<file path="config.mk">
export PLATFORM = sky130hd
export DESIGN_NAME = dma_cmd_bank
export DESIGN_NICKNAME = d
export VERILOG_FILES = /design/src/rtl/dma_cmd_bank_pkg.sv /design/src/rtl/dma_cmd_bank_decode.sv /design/src/rtl/dma_cmd_bank_cmdreg.sv /design/src/rtl/dma_cmd_bank_chan.sv /design/src/rtl/dma_cmd_bank_irq.sv /design/src/rtl/dma_cmd_bank.sv
export SDC_FILE = /design/constraint.sdc
export NUM_CORES = 1
export LEC_CHECK = 0
export BUFFER_PORTS_ARGS = -buffer_cell sky130_fd_sc_hd__buf_2
export CAP_MARGIN = 20
export CORE_UTILIZATION = 56
export CTS_CLUSTER_DIAMETER = 60
export CTS_CLUSTER_SIZE = 16
export DETAILED_ROUTE_END_ITERATION = 10
export PLACE_DENSITY = 0.86
export SYNTH_ARGS = -nofsm -noshare
export SYNTH_HDL_FRONTEND = slang
export SYNTH_SLANG_ARGS = --single-unit
</file>
<file path="constraint.sdc">
create_clock -name clk -period 21 [get_ports clk]
set_input_delay 4.2 -clock clk [delete_from_list [all_inputs] [get_ports clk]]
set_output_delay 4.2 -clock clk [all_outputs]
set_load 0.01 [all_outputs]
</file>
<file path="src/rtl/dma_cmd_bank_pkg.sv">
package dma_cmd_bank_pkg;

  typedef enum logic [1:0] {
    CST_IDLE  = 2'd0,
    CST_START = 2'd1,
    CST_RUN   = 2'd2,
    CST_PAUSE = 2'd3
  } chan_state_e;

  localparam logic [1:0] OP_NONE  = 2'd0;
  localparam logic [1:0] OP_START = 2'd1;
  localparam logic [1:0] OP_PAUSE = 2'd2;
  localparam logic [1:0] OP_FLUSH = 2'd3;

  localparam int unsigned ERR_W = 3;

  typedef struct packed {
    logic cmd_stat;
    logic cmd_set;
    logic cmd_clr;
    logic cmd_mask;
    logic int_set;
    logic int_clr;
    logic int_mask;
  } wr_strobes_t;

  typedef enum logic [2:0] {
    RSEL_NONE     = 3'd0,
    RSEL_CMD_STAT = 3'd1,
    RSEL_CMD_MASK = 3'd2,
    RSEL_INT_STAT = 3'd3,
    RSEL_INT_MASK = 3'd4,
    RSEL_CHAN     = 3'd5
  } rsel_e;

endpackage

</file>
<file path="src/rtl/dma_cmd_bank_decode.sv">
module dma_cmd_bank_decode
  import dma_cmd_bank_pkg::*;
#(
  parameter int unsigned AW     = 12,
  parameter int unsigned NCH    = 16,
  parameter int unsigned CIDX_W = 4,
  parameter logic [AW-1:0] CMD_BASE  = 'hFC0,
  parameter logic [AW-1:0] INT_BASE  = 'hFD0,
  parameter logic [AW-1:0] CHST_BASE = 'h200
) (
  input  logic              bus_sel,
  input  logic              bus_wr,
  input  logic [AW-1:0]     bus_addr,
  output wr_strobes_t       wr,
  output rsel_e             rsel,
  output logic [CIDX_W-1:0] chan_idx
);

  localparam logic [AW-1:0] CHST_SPAN = AW'(4 * NCH);

  logic [AW-1:0] chst_off;
  logic          chst_hit;
  logic          wr_en;
  logic          rd_en;

  assign wr_en    = bus_sel && bus_wr;
  assign rd_en    = bus_sel && !bus_wr;
  assign chst_off = bus_addr - CHST_BASE;
  assign chst_hit = (bus_addr >= CHST_BASE) && (chst_off < CHST_SPAN) &&
                    (chst_off[1:0] == 2'b00);
  assign chan_idx = chst_off[CIDX_W+1:2];

  always_comb begin
    wr          = '0;
    wr.cmd_stat = wr_en && (bus_addr == CMD_BASE);
    wr.cmd_set  = wr_en && (bus_addr == CMD_BASE + AW'(4));
    wr.cmd_clr  = wr_en && (bus_addr == CMD_BASE + AW'(8));
    wr.cmd_mask = wr_en && (bus_addr == CMD_BASE + AW'(12));
    wr.int_set  = wr_en && (bus_addr == INT_BASE + AW'(4));
    wr.int_clr  = wr_en && (bus_addr == INT_BASE + AW'(8));
    wr.int_mask = wr_en && (bus_addr == INT_BASE + AW'(12));
  end

  always_comb begin
    rsel = RSEL_NONE;
    if (rd_en) begin
      if (bus_addr == CMD_BASE)                  rsel = RSEL_CMD_STAT;
      else if (bus_addr == CMD_BASE + AW'(12))   rsel = RSEL_CMD_MASK;
      else if (bus_addr == INT_BASE)             rsel = RSEL_INT_STAT;
      else if (bus_addr == INT_BASE + AW'(12))   rsel = RSEL_INT_MASK;
      else if (chst_hit)                         rsel = RSEL_CHAN;
    end
  end

endmodule

</file>
<file path="src/rtl/dma_cmd_bank_cmdreg.sv">
module dma_cmd_bank_cmdreg #(
  parameter int unsigned FW = 32
) (
  input  logic          clk,
  input  logic          rst_n,
  input  logic          we_stat,
  input  logic          we_set,
  input  logic          we_clr,
  input  logic          we_mask,
  input  logic [FW-1:0] wdata,
  input  logic [FW-1:0] consume,
  output logic [FW-1:0] pend,
  output logic [FW-1:0] run_mask
);

  logic [FW-1:0] pend_n;
  logic [FW-1:0] mask_n;
  logic          pend_en;
  logic          mask_en;

  // consumption first, software writes after: a fresh write is never lost
  always_comb begin
    pend_n = pend & ~consume;
    if (we_stat) pend_n = wdata;
    if (we_set)  pend_n = pend_n | wdata;
    if (we_clr)  pend_n = pend_n & ~wdata;
    pend_en = we_stat || we_set || we_clr || (|consume);
  end

  always_comb begin
    mask_n  = wdata;
    mask_en = we_mask;
  end

  always_ff @(posedge clk or negedge rst_n) begin
    if (!rst_n) begin
      pend <= '0;
    end else if (pend_en) begin
      pend <= pend_n;
    end
  end

  always_ff @(posedge clk or negedge rst_n) begin
    if (!rst_n) begin
      run_mask <= '0;
    end else if (mask_en) begin
      run_mask <= mask_n;
    end
  end

endmodule

</file>
<file path="src/rtl/dma_cmd_bank_chan.sv">
module dma_cmd_bank_chan
  import dma_cmd_bank_pkg::*;
(
  input  logic             clk,
  input  logic             rst_n,
  input  logic [1:0]       pend_op,
  input  logic             run_en,
  input  logic             ack,
  input  logic             done,
  input  logic             err,
  input  logic [ERR_W-1:0] err_code_in,
  output chan_state_e      state,
  output logic [ERR_W-1:0] err_code,
  output logic             take,
  output logic             pulse_start,
  output logic             pulse_pause,
  output logic             pulse_flush,
  output logic             evt_done,
  output logic             evt_err
);

  chan_state_e      state_n;
  logic [ERR_W-1:0] code_n;
  logic             state_en;
  logic             start_n;
  logic             pause_n;
  logic             flush_n;

  assign take = run_en && (pend_op != OP_NONE);

  always_comb begin
    state_n  = state;
    code_n   = err_code;
    start_n  = 1'b0;
    pause_n  = 1'b0;
    flush_n  = 1'b0;
    evt_done = 1'b0;
    evt_err  = 1'b0;
    if (take) begin
      unique case (pend_op)
        OP_START: begin
          if (state == CST_IDLE || state == CST_PAUSE) begin
            state_n = CST_START;
            start_n = 1'b1;
          end
        end
        OP_PAUSE: begin
          if (state == CST_RUN) begin
            state_n = CST_PAUSE;
            pause_n = 1'b1;
          end
        end
        OP_FLUSH: begin
          state_n = CST_IDLE;
          flush_n = 1'b1;
        end
        default: ;
      endcase
    end else if (err && state != CST_IDLE) begin
      state_n = CST_IDLE;
      code_n  = err_code_in;
      evt_err = 1'b1;
    end else begin
      unique case (state)
        CST_START: if (ack) state_n = CST_RUN;
        CST_RUN: begin
          if (done) begin
            state_n  = CST_IDLE;
            evt_done = 1'b1;
          end
        end
        default: ;
      endcase
    end
    state_en = take || err || ack || done;
  end

  always_ff @(posedge clk or negedge rst_n) begin
    if (!rst_n) begin
      state    <= CST_IDLE;
      err_code <= '0;
    end else if (state_en) begin
      state    <= state_n;
      err_code <= code_n;
    end
  end

  always_ff @(posedge clk or negedge rst_n) begin
    if (!rst_n) begin
      pulse_start <= 1'b0;
      pulse_pause <= 1'b0;
      pulse_flush <= 1'b0;
    end else begin
      pulse_start <= start_n;
      pulse_pause <= pause_n;
      pulse_flush <= flush_n;
    end
  end

endmodule

</file>
<file path="src/rtl/dma_cmd_bank_irq.sv">
module dma_cmd_bank_irq #(
  parameter int unsigned FW = 32
) (
  input  logic          clk,
  input  logic          rst_n,
  input  logic          we_set,
  input  logic          we_clr,
  input  logic          we_mask,
  input  logic [FW-1:0] wdata,
  input  logic [FW-1:0] hw_set,
  output logic [FW-1:0] stat,
  output logic [FW-1:0] mask,
  output logic          irq
);

  logic [FW-1:0] stat_n;
  logic          stat_en;

  // hardware events are ORed in last so they win over a same-cycle clear
  always_comb begin
    stat_n = stat;
    if (we_set) stat_n = stat_n | wdata;
    if (we_clr) stat_n = stat_n & ~wdata;
    stat_n  = stat_n | hw_set;
    stat_en = we_set || we_clr || (|hw_set);
  end

  always_ff @(posedge clk or negedge rst_n) begin
    if (!rst_n) begin
      stat <= '0;
    end else if (stat_en) begin
      stat <= stat_n;
    end
  end

  always_ff @(posedge clk or negedge rst_n) begin
    if (!rst_n) begin
      mask <= '0;
    end else if (we_mask) begin
      mask <= wdata;
    end
  end

  assign irq = |(stat & mask);

endmodule

</file>
<file path="src/rtl/dma_cmd_bank.sv">
module dma_cmd_bank
  import dma_cmd_bank_pkg::*;
#(
  parameter int unsigned NCH = 16,
  parameter int unsigned AW  = 12,
  parameter int unsigned DW  = 32,
  parameter logic [AW-1:0] CMD_BASE  = 'hFC0,
  parameter logic [AW-1:0] INT_BASE  = 'hFD0,
  parameter logic [AW-1:0] CHST_BASE = 'h200
) (
  input  logic               clk,
  input  logic               rst_n,
  input  logic               bus_sel,
  input  logic               bus_wr,
  input  logic [AW-1:0]      bus_addr,
  input  logic [DW-1:0]      bus_wdata,
  output logic [DW-1:0]      bus_rdata,
  input  logic [NCH-1:0]     eng_ack,
  input  logic [NCH-1:0]     eng_done,
  input  logic [NCH-1:0]     eng_err,
  input  logic [3*NCH-1:0]   eng_err_code,
  output logic [NCH-1:0]     ch_start,
  output logic [NCH-1:0]     ch_pause,
  output logic [NCH-1:0]     ch_flush,
  output logic               irq
);

  localparam int unsigned FW     = 2 * NCH;
  localparam int unsigned CIDX_W = (NCH > 1) ? $clog2(NCH) : 1;
  localparam int unsigned CSW    = 2 + ERR_W;

  // reset: asserted asynchronously, removed on a clock edge
  logic [1:0] rst_pipe;
  logic       rst_int_n;

  always_ff @(posedge clk or negedge rst_n) begin
    if (!rst_n) begin
      rst_pipe <= 2'b00;
    end else begin
      rst_pipe <= {rst_pipe[0], 1'b1};
    end
  end
  assign rst_int_n = rst_pipe[1];

  wr_strobes_t       wr;
  rsel_e             rsel;
  logic [CIDX_W-1:0] chan_idx;

  dma_cmd_bank_decode #(
    .AW(AW), .NCH(NCH), .CIDX_W(CIDX_W),
    .CMD_BASE(CMD_BASE), .INT_BASE(INT_BASE), .CHST_BASE(CHST_BASE)
  ) u_decode (
    .bus_sel  (bus_sel),
    .bus_wr   (bus_wr),
    .bus_addr (bus_addr),
    .wr       (wr),
    .rsel     (rsel),
    .chan_idx (chan_idx)
  );

  logic [FW-1:0] cmd_pend;
  logic [FW-1:0] cmd_mask;
  logic [FW-1:0] consume;
  logic [FW-1:0] int_hw_set;
  logic [FW-1:0] int_stat;
  logic [FW-1:0] int_mask;
  logic [FW-1:0] ch_state_flat;

  dma_cmd_bank_cmdreg #(.FW(FW)) u_cmdreg (
    .clk      (clk),
    .rst_n    (rst_int_n),
    .we_stat  (wr.cmd_stat),
    .we_set   (wr.cmd_set),
    .we_clr   (wr.cmd_clr),
    .we_mask  (wr.cmd_mask),
    .wdata    (bus_wdata[FW-1:0]),
    .consume  (consume),
    .pend     (cmd_pend),
    .run_mask (cmd_mask)
  );

  chan_state_e      st_arr  [NCH];
  logic [ERR_W-1:0] err_arr [NCH];

  for (genvar i = 0; i < NCH; i++) begin : g_chan
    logic        take;
    logic        evt_done;
    logic        evt_err;

    dma_cmd_bank_chan u_chan (
      .clk         (clk),
      .rst_n       (rst_int_n),
      .pend_op     (cmd_pend[2*i +: 2]),
      .run_en      (&cmd_mask[2*i +: 2]),
      .ack         (eng_ack[i]),
      .done        (eng_done[i]),
      .err         (eng_err[i]),
      .err_code_in (eng_err_code[ERR_W*i +: ERR_W]),
      .state       (st_arr[i]),
      .err_code    (err_arr[i]),
      .take        (take),
      .pulse_start (ch_start[i]),
      .pulse_pause (ch_pause[i]),
      .pulse_flush (ch_flush[i]),
      .evt_done    (evt_done),
      .evt_err     (evt_err)
    );

    assign consume[2*i +: 2]       = {2{take}};
    assign int_hw_set[2*i]         = evt_done;
    assign int_hw_set[2*i + 1]     = evt_err;
    assign ch_state_flat[2*i +: 2] = st_arr[i];
  end

  dma_cmd_bank_irq #(.FW(FW)) u_irq (
    .clk     (clk),
    .rst_n   (rst_int_n),
    .we_set  (wr.int_set),
    .we_clr  (wr.int_clr),
    .we_mask (wr.int_mask),
    .wdata   (bus_wdata[FW-1:0]),
    .hw_set  (int_hw_set),
    .stat    (int_stat),
    .mask    (int_mask),
    .irq     (irq)
  );

  // registered read path
  logic [DW-1:0] rdata_n;
  logic          rdata_en;

  always_comb begin
    rdata_n  = '0;
    rdata_en = bus_sel && !bus_wr;
    unique case (rsel)
      RSEL_CMD_STAT: rdata_n[FW-1:0]  = cmd_pend;
      RSEL_CMD_MASK: rdata_n[FW-1:0]  = cmd_mask;
      RSEL_INT_STAT: rdata_n[FW-1:0]  = int_stat;
      RSEL_INT_MASK: rdata_n[FW-1:0]  = int_mask;
      RSEL_CHAN:     rdata_n[CSW-1:0] = {err_arr[chan_idx], st_arr[chan_idx]};
      default: ;
    endcase
  end

  always_ff @(posedge clk or negedge rst_int_n) begin
    if (!rst_int_n) begin
      bus_rdata <= '0;
    end else if (rdata_en) begin
      bus_rdata <= rdata_n;
    end
  end

endmodule

</file>
-- Yosys cells after proc, flatten, opt, wreduce, memory -nomap -nowiden
Index checks and enable logic that the tools add are counted.
- flip-flop bits (word level): 290
- memory bits (read-only): 0
- latch bits: 0
- word-level logic and storage cells: 905
- memories: 0
- memory bits (writable): 0
- output and inout bits: 81
- input bits: 144
- $mul: 0
- muxes and demuxes: 371
- bitwise logic cells: 26
- $add $sub $neg: 1
- reductions and logical operators: 229
- equal/unequal tests: 189
- $lt $le $gt $ge: 3
- shift-type cells: 0
- divide/modulo/power cells: 0
- operators with widths (operator ; number):
    1-bit two-way mux ; 224
    2-bit two-way mux ; 98
    32-bit two-way mux ; 5
    32-bit bitwise AND ; 4
    2-bit == test (second input constant) ; 64
    7-bit AND reduction ; 16
    27-bit case mux with 4 select lines ; 1
    12-bit == test (second input constant) ; 8
    3-bit inequality test (second input constant) ; 32
    32-bit bitwise OR ; 3
    2-bit case mux with 3 select lines ; 16
    1-bit logical OR ; 69
    2-bit by 1-bit == test with 1-bit output (second input constant) ; 32
    4-bit by 2-bit inequality test with 1-bit output (second input constant) ; 16
    4-bit by 3-bit inequality test with 1-bit output (second input constant) ; 16
    4-bit inequality test (second input constant) ; 16
    32-bit inverter ; 2
    2-bit case mux with 2 select lines ; 16
    2-bit nonzero test ; 32
    4-bit nonzero test ; 16
    32-bit OR reduction ; 2
    3-bit AND reduction ; 16
    1-bit logical AND ; 43
    2-bit logical NOT ; 17
    16 further kinds ; 55

-- Logic depth before layout (Yosys ltp)
Gate-level depths: netlist of the first run.
- depth after elaboration: 12
- mapped depth: 9
- gate-level depth less buffers: 7

-- Modules after synthesis
Synthesis of the first run repeated with hierarchy kept, for this count alone.
- cells, all modules: 1461
- area, all modules: 16369.4 sq um
- by module, submodules not included (module ; cells an instance ; seq. area each (sq um) ; instances ; area each (sq um)):
    dma_cmd_bank_chan ; 41 ; 200.2 ; 16 ; 464.2
    dma_cmd_bank_cmdreg ; 241 ; 1601.5 ; 1 ; 3133.0
    dma_cmd_bank ; 305 ; 850.8 ; 1 ; 2854.0
    dma_cmd_bank_irq ; 223 ; 1601.5 ; 1 ; 2693.8
    dma_cmd_bank_decode ; 36 ; 0.0 ; 1 ; 261.5

-- Least setup slack after synthesis of the first run
Ideal clock, no wire load.
- kind: input port to flip-flop
- from: input port bus_addr[2]
- to: register bus_rdata[2]
- setup time: 0.136 ns
- data arrival time: 5.907 ns
- stages: 6
- buffers on the path: 2
- data required time: 20.864 ns
- setup slack: 14.957 ns
- cell sequence: buf_2 -> buf_1 -> mux4_2 -> mux4_2 -> nand3_1 -> o211ai_1
- cells in the longest elaborated chain, start to end: 12
- elaborated cells on any way between the ends: 25
- those cells by class: add/sub: 1; order compare: 2; eq/ne: 9; mux: 10; bitwise: 1; reduce/logical: 2
- RTL lines (element ; line ; text):
    from (decl) ; dma_cmd_bank.sv:15 ; input logic [AW-1:0] bus_addr,
    12-bit by 10-bit subtractor with 12-bit output ; dma_cmd_bank_decode.sv:28 ; assign chst_off = bus_addr - CHST_BASE;
    12-bit by 7-bit less-than comparator with 1-bit output ; dma_cmd_bank_decode.sv:29 ; assign chst_hit = (bus_addr >= CHST_BASE) && (chst_off < CHST_SPAN) &&
    1-bit logical AND (2 in a row) ; dma_cmd_bank_decode.sv:29 ;
    3-bit two-way mux ; dma_cmd_bank_decode.sv:51 ; else if (chst_hit) rsel = RSEL_CHAN;
    3-bit two-way mux ; dma_cmd_bank_decode.sv:50 ; else if (bus_addr == INT_BASE + AW'(12)) rsel = RSEL_INT_MASK;
    3-bit two-way mux ; dma_cmd_bank_decode.sv:49 ; else if (bus_addr == INT_BASE) rsel = RSEL_INT_STAT;
    3-bit two-way mux ; dma_cmd_bank_decode.sv:48 ; else if (bus_addr == CMD_BASE + AW'(12)) rsel = RSEL_CMD_MASK;
    3-bit two-way mux ; dma_cmd_bank_decode.sv:47 ; if (bus_addr == CMD_BASE) rsel = RSEL_CMD_STAT;
    3-bit two-way mux ; dma_cmd_bank_decode.sv:46 ; if (rd_en) begin
    3-bit == test, or another cell as far along ; dma_cmd_bank.sv:135 ; unique case (rsel)
    5-bit case mux with 5 select lines * ; dma_cmd_bank.sv:135 ;
    to (signal assigned) ; dma_cmd_bank.sv:149 ; bus_rdata <= rdata_n;
    to (decl) ; dma_cmd_bank.sv:17 ; output logic [DW-1:0] bus_rdata,
Mark *: on every way between the ends. The rest lies on a longest branch, timed or not. The select of a mux whose other input is x is not followed.
A chain may end at the register's enable or synchronous reset.

-- Worst setup path after layout of the first run
- from: register u_irq.stat[21]
- to: output port irq
- cells in the longest elaborated chain, start to end: 2
- RTL lines (element ; line ; text):
    from (decl) ; dma_cmd_bank_irq.sv:11 ; output logic [FW-1:0] stat,
    from (signal assigned) ; dma_cmd_bank_irq.sv:32 ; stat <= stat_n;
    32-bit bitwise AND ; dma_cmd_bank_irq.sv:44 ; assign irq = |(stat & mask);
    32-bit OR reduction ; dma_cmd_bank_irq.sv:44 ;
    to (decl) ; dma_cmd_bank.sv:25 ; output logic irq
Every way passes these cells.

==> impl_metrics.yaml, run 1 <==
cells_and_area:
  nNetsFinal: 1855
  drive_above_1_share: 0.257
  final_util: 0.645
  area_growth_pct: 12.0
logic_synthesis:
  synth_edf_count: 0
  synth.top_cells.by_area: "dfrtp_1 (45%), mux2_2 (5.8%), ha_1 (3.8%)"
  syn_nets: 1718
  async_flop_share: 1.00
  synth_flop_cell: "dfrtp_1"
  netlist_area_um2: 16200
  ys_top_cells_by_count: "dfrtp_1 (290), a21oi_1 (115), nand2_1 (113)"
  synth_top_area_frac: 0.447
  synth_most_common_cell: "dfrtp_1"
  syn_inst: 1525
  synthDistinctLibCells: 60
  ys_seq_elements: 290
  yosysWarnings: 0
  synth_area_leader_cell: "dfrtp_1"
  syn_avg_cell_area_um2: 10.6
  ys_seq_area_frac: 0.447
floorplanning:
  die_h_um: 172
  die_area_um2: 29600
  fp-row-count: 61
  floorplan.initialDensity: 0.576
  io_pins: 225
  die_w_um: 172
  coreArea_um2: 28200
power_and_ir_drop:
  clkPwrFrac: 0.311
  comb_power_share: 0.256
  intPower_uw: 1090
  power_frac_seq: 0.433
  power.switching_uw: 479
  swShare: 0.306
  vdd_drop_max_v: 0.0000525
  p_leak_uw: 0.00853
  powerDensity_nw_per_um2: 86.3
cts:
  clk-insertion-delay-late_ns: 0.55
  cts_tree: "yes"
  cts-resized-gates: 0
  cts_sinks: 290
  numCtsBuffers: 25
  cts_hold_buf: 0
  root_buffer: "clkbuf_16"
  clkTransAtPathRegs_ns: 0.07
  clockBufferDepth: 3
  cts_setup_buffers: 0
  htree_levels: 1
worst_setup_path:
  cp.buffers_inverters: 1
  startpoint_type: "register"
  critPathSlowestCell: "or4_1"
  max_stage_delay_ns: 0.58
  path_class: "register to output pin"
  crit_family: "simple AND/OR/NAND/NOR gates"
  arrival_ns: 2.43
  crit_required_ns: 16.80
  r2r_slack_ns: 18.76
  cp_max_fo: 3
  endpoint_kind: "output pin"
  crit_chain: "a22o_1 -> a221oi_1 -> nand3_1 -> or4_1 -> buf_2"
routing:
  via_per_inst: 6.40
  firstDrtPassIters: 5
  vias: 13200
  post_drt_wl_per_cell_um: 22.3
  ant_nets: 0
  drt-total-wl_um: 45900
  route.detailed.drc: 0
  drt_iter0_drc: 1331
placement:
  port_buffers: 224
  place_congestion: 0.957
  dp_hpwl_um: 33000
global_route:
  grt_overflow: 0
  grt_pass1_wl_um: 71200
  antenna_found_initial: 7
  grt_pass1_vias: 12800
  grtUsageTotal: 0.313
  grt_max_degree: 73
flow_run:
  maxCapViolCount: 0
timing:
  fmax_mhz: 151
  rsz0062_at_grt: "false"
  slew_viol_final: 0
  hold_viol: 0
  setup_viol: 0
  skew_ns: 0.0213
  tightest_slew_ns: 1.07
  fin_tns_setup_ns: 0
  timing.final.crit_share: 0.316
  min_period_ns: 6.63
  slew-limit-headroom: 0.284
worst_hold_path:
  min_path_type: "register to asynchronous set/reset pin"
outcome:
  status: "finished, final reports clean"
## routing by layer
layer	wire [um]	vias up	track usage
li1	-	5759	-
met1	18000	6490	0.415
met2	21200	760	0.497
met3	4770	151	0.0675
met4	1830	4	0.130
met5	20	-	0
## through the flow
stage               instance area (um2)  total power (uW)  setup WS, ns  std cells  hold slack (ns)
finish                            18200              1570         14.37       2056            0.182
global route                      18200              1630         14.32       2054            0.205
CTS                               18100              1560         14.40       2049            0.198
detailed placement                17300              1080         13.89       2010            0.202
global placement                  17300              1060         14.05       2010            0.199
floorplan                         16200               950         12.32       1525            0.331
## registers in the layout, indices dropped and copies added (netlist names)
register	flops
bus_rdata	32
g_chan.u_chan.err_code	48
g_chan.u_chan.pulse_flush	16
g_chan.u_chan.pulse_pause	16
g_chan.u_chan.pulse_start	16
g_chan.u_chan.state	32
rst_pipe	2
u_cmdreg.pend	32
u_cmdreg.run_mask	32
u_irq.mask	32
u_irq.stat	32
## power groups by stage
stage | logic [uW] | clock network (uW) | registers [uW]
after floorplan | 281 | 0 | 669
after global placement | 375 | 0 | 682
after detailed placement | 390 | 0 | 687
after CTS | 394 | 490 | 677
after global routing | 433 | 511 | 685
final | 400 | 487 | 679
## cells by family (layout without fill, tap and decap cells)
family / after synthesis / count (layout) / synth area share
AO/OA/AOI/OAI: 376 / 376 / 0.150
other: 1 / 5 / 0.000231
flip-flops: 290 / 290 / 0.447
adder cells (fa/ha/maj): 49 / 49 / 0.0378
AND/OR/NAND/NOR: 427 / 427 / 0.148
multiplexers: 193 / 193 / 0.153
buffers and inverters: 172 / 321 / 0.0545
XOR/XNOR: 17 / 17 / 0.00918
## worst paths after layout
| path | endpoint | cells after the start | start |
|---|---|---|---|
| worst max-delay path | irq | 5 | u_irq.stat[21] |
| worst min-delay path | g_chan[10].u_chan.pulse_flush | 0 | rst_pipe[1] |
| worst max register to register | g_chan[4].u_chan.state[1] | 7 | g_chan[4].u_chan.state[0] |
| worst min register to register | g_chan[10].u_chan.pulse_flush | 0 | rst_pipe[1] |
| max in group asynchronous | rst_pipe[1] | 1 | rst_n |
| min in group clk | rst_pipe[1] | 0 | rst_pipe[0] |
## cell type report
class	instances	area, um2
repair buffers	243	1300
fillers	2134	10000
well taps	378	473
clock buffers	27	643
flip-flops and latches	290	7260
multi-input cells	1063	8140
diodes	4	10.0
inverters	39	146
clock inverters	12	185
## placed cells by master, fill, tap and decap left out, types with 10 or more instances in the layout
| cell | synthesis | routed |
|---|---|---|
| a22oi_1 | 19 | 19 |
| mux2_2 | 83 | 83 |
| o211ai_1 | 15 | 15 |
| nand2_1 | 113 | 113 |
| mux2i_1 | 54 | 54 |
| mux2_4 | 30 | 30 |
| nor3_1 | 18 | 18 |
| nor3b_1 | 19 | 19 |
| nand2b_1 | 69 | 69 |
| a21o_1 | 37 | 37 |
| inv_1 | 39 | 39 |
| nor2_1 | 25 | 24 |
| nor2b_1 | 23 | 23 |
| a211oi_1 | 13 | 13 |
| and2_1 | 57 | 57 |
| a21oi_1 | 115 | 115 |
| nand3b_1 | 11 | 11 |
| or3_1 | 14 | 14 |
| and3_1 | 13 | 13 |
| a31oi_1 | 15 | 15 |
| xor2_1 | 17 | 17 |
| dfrtp_1 | 290 | 289 |
| o21ai_1 | 11 | 10 |
| nand3_1 | 33 | 33 |
| buf_2 | 16 | 224 |
| o21ai_0 | 73 | 73 |
| mux4_2 | 24 | 24 |
| buf_4 | 50 | 17 |
| a32o_1 | 31 | 31 |
| nand4b_1 | 10 | 10 |
| clkbuf_16 | 0 | 25 |
| ha_1 | 49 | 49 |
No activity file was read; power rests on OpenSTA's default activity.
==> run 2, diff against run 1 <==
- clock period: 21 -> 6.2 ns (I/O delays scaled with it)
==> impl_metrics.yaml, run 2 (synthesis results as in run 1) <==
global_route:
  antenna_found_initial: 10
  grtUsageTotal: 0.309
  grt_max_degree: 161
  grt_overflow: 0
  grt_pass1_vias: 12600
  grt_pass1_wl_um: 70000
timing:
  slew-limit-headroom: 0.304
  tightest_slew_ns: 1.04
  fmax_mhz: 271
  setup_viol: 0
  rsz0062_at_grt: "false"
  skew_ns: 0.0111
  min_period_ns: 3.69
  hold_viol: 0
  fin_tns_setup_ns: 0
  timing.final.crit_share: 0.595
  slew_viol_final: 0
cts:
  cts_tree: "yes"
  htree_levels: 1
  cts_setup_buffers: 0
  clockBufferDepth: 3
  cts_sinks: 290
  clkTransAtPathRegs_ns: 0.07
  numCtsBuffers: 24
  root_buffer: "clkbuf_16"
  clk-insertion-delay-late_ns: 0.53
  cts_hold_buf: 0
  cts-resized-gates: 0
routing:
  ant_nets: 0
  post_drt_wl_per_cell_um: 22.0
  firstDrtPassIters: 6
  drt_iter0_drc: 1267
  route.detailed.drc: 0
  vias: 12900
  via_per_inst: 6.29
  drt-total-wl_um: 45300
worst_setup_path:
  arrival_ns: 2.45
  endpoint_kind: "output pin"
  r2r_slack_ns: 4.12
  path_class: "register to output pin"
  cp_max_fo: 3
  startpoint_type: "register"
  crit_required_ns: 4.96
cells_and_area:
  final_common_cell: "dfrtp_1"
  nNetsFinal: 1853
  multiInputGateArea_um2: 8140
  drive_above_1_share: 0.256
  final_cell_mix: "dfrtp_1 (289), buf_2 (224), a21oi_1 (115)"
  ff_latch_area_um2: 7260
  regMostFlops: "g_chan.u_chan.err_code"
  fillers: 2121
  largest_reg_flops: 48
  area_growth_pct: 11.5
floorplanning:
  die_area_um2: 29600
  floorplan.initialDensity: 0.576
  fp-row-count: 61
  die_w_um: 172
  die_h_um: 172
  io_pins: 225
  coreArea_um2: 28200
power_and_ir_drop:
  vdd_drop_max_v: 0.000236
  finalPower_uw: 5130
  clkPwrFrac: 0.289
  intPower_uw: 3540
  powerDensity_nw_per_um2: 284
  p_leak_uw: 0.00848
  power_frac_seq: 0.450
  power.switching_uw: 1590
  swShare: 0.310
  comb_power_share: 0.261
flow_run:
  maxCapViolCount: 0
placement:
  dp_hpwl_um: 32800
  port_buffers: 224
  place_congestion: 0.950
worst_hold_path:
  min_path_type: "register to asynchronous set/reset pin"
outcome:
  status: "finished, final reports clean"
run 2: worst max-delay path, cell delays in order (launching register included):
cell and delay [ns]:
dfrtp_1 0.44, a22o_1 0.25, a221oi_1 0.25, nand3_1 0.17, or4_1 0.61, buf_2 0.19
run 2: power by group through the flow:
stage | Combinational [uW] | Sequential [uW] | Clock [uW]
after floorplan | 953 | 2260 | 0
after global placement | 1260 | 2320 | 0
after detailed placement | 1310 | 2340 | 0
after CTS | 1320 | 2300 | 1490
after global routing | 1460 | 2330 | 1560
final | 1340 | 2310 | 1480
run 2: path summary, 6_finish.rpt:
check | startpoint | endpoint | cells past startpoint
max | u_irq.stat[21] | irq | 5
min | rst_pipe[1] | g_chan[10].u_chan.pulse_pause | 0
max reg2reg | g_chan[4].u_chan.state[0] | g_chan[4].u_chan.state[1] | 7
min reg2reg | rst_pipe[1] | g_chan[10].u_chan.pulse_pause | 0
max in group asynchronous | rst_pipe[1] | g_chan[1].u_chan.pulse_pause | 1
min in group clk | rst_pipe[0] | rst_pipe[1] | 0
run 2: stage by stage:
stage / cells / hold slack, ns / setup slack (ns) / instance area, um2 / util
after floorplan: 1525 / 0.331 / 1.45 / 16200 / -
after global placement: 2008 / 0.338 / 2.12 / 17300 / 0.613
after detailed placement: 2010 / 0.343 / 2.04 / 17300 / 0.614
after CTS: 2047 / 0.356 / 2.57 / 18000 / 0.640
after global routing: 2054 / 0.369 / 2.50 / 18100 / 0.642
final: 2057 / 0.347 / 2.51 / 18100 / 0.642
run 2: final cells by class:
class                      instances  area share
antenna                            8     0.00111
clock buffer                      30      0.0373
clock inverter                     7     0.00284
inverter                          39     0.00810
multi-input combinational       1063       0.450
sequential                       290       0.402
tap                              378      0.0262
timing repair buffer             242      0.0730
run 2: routing by layer:
metal / vias up / track usage / wire, um
met5: - / 0 / 8
met4: 2 / 0.127 / 1740
met3: 115 / 0.0623 / 4510
met2: 714 / 0.486 / 21000
met1: 6345 / 0.417 / 18100
li1: 5767 / - / -
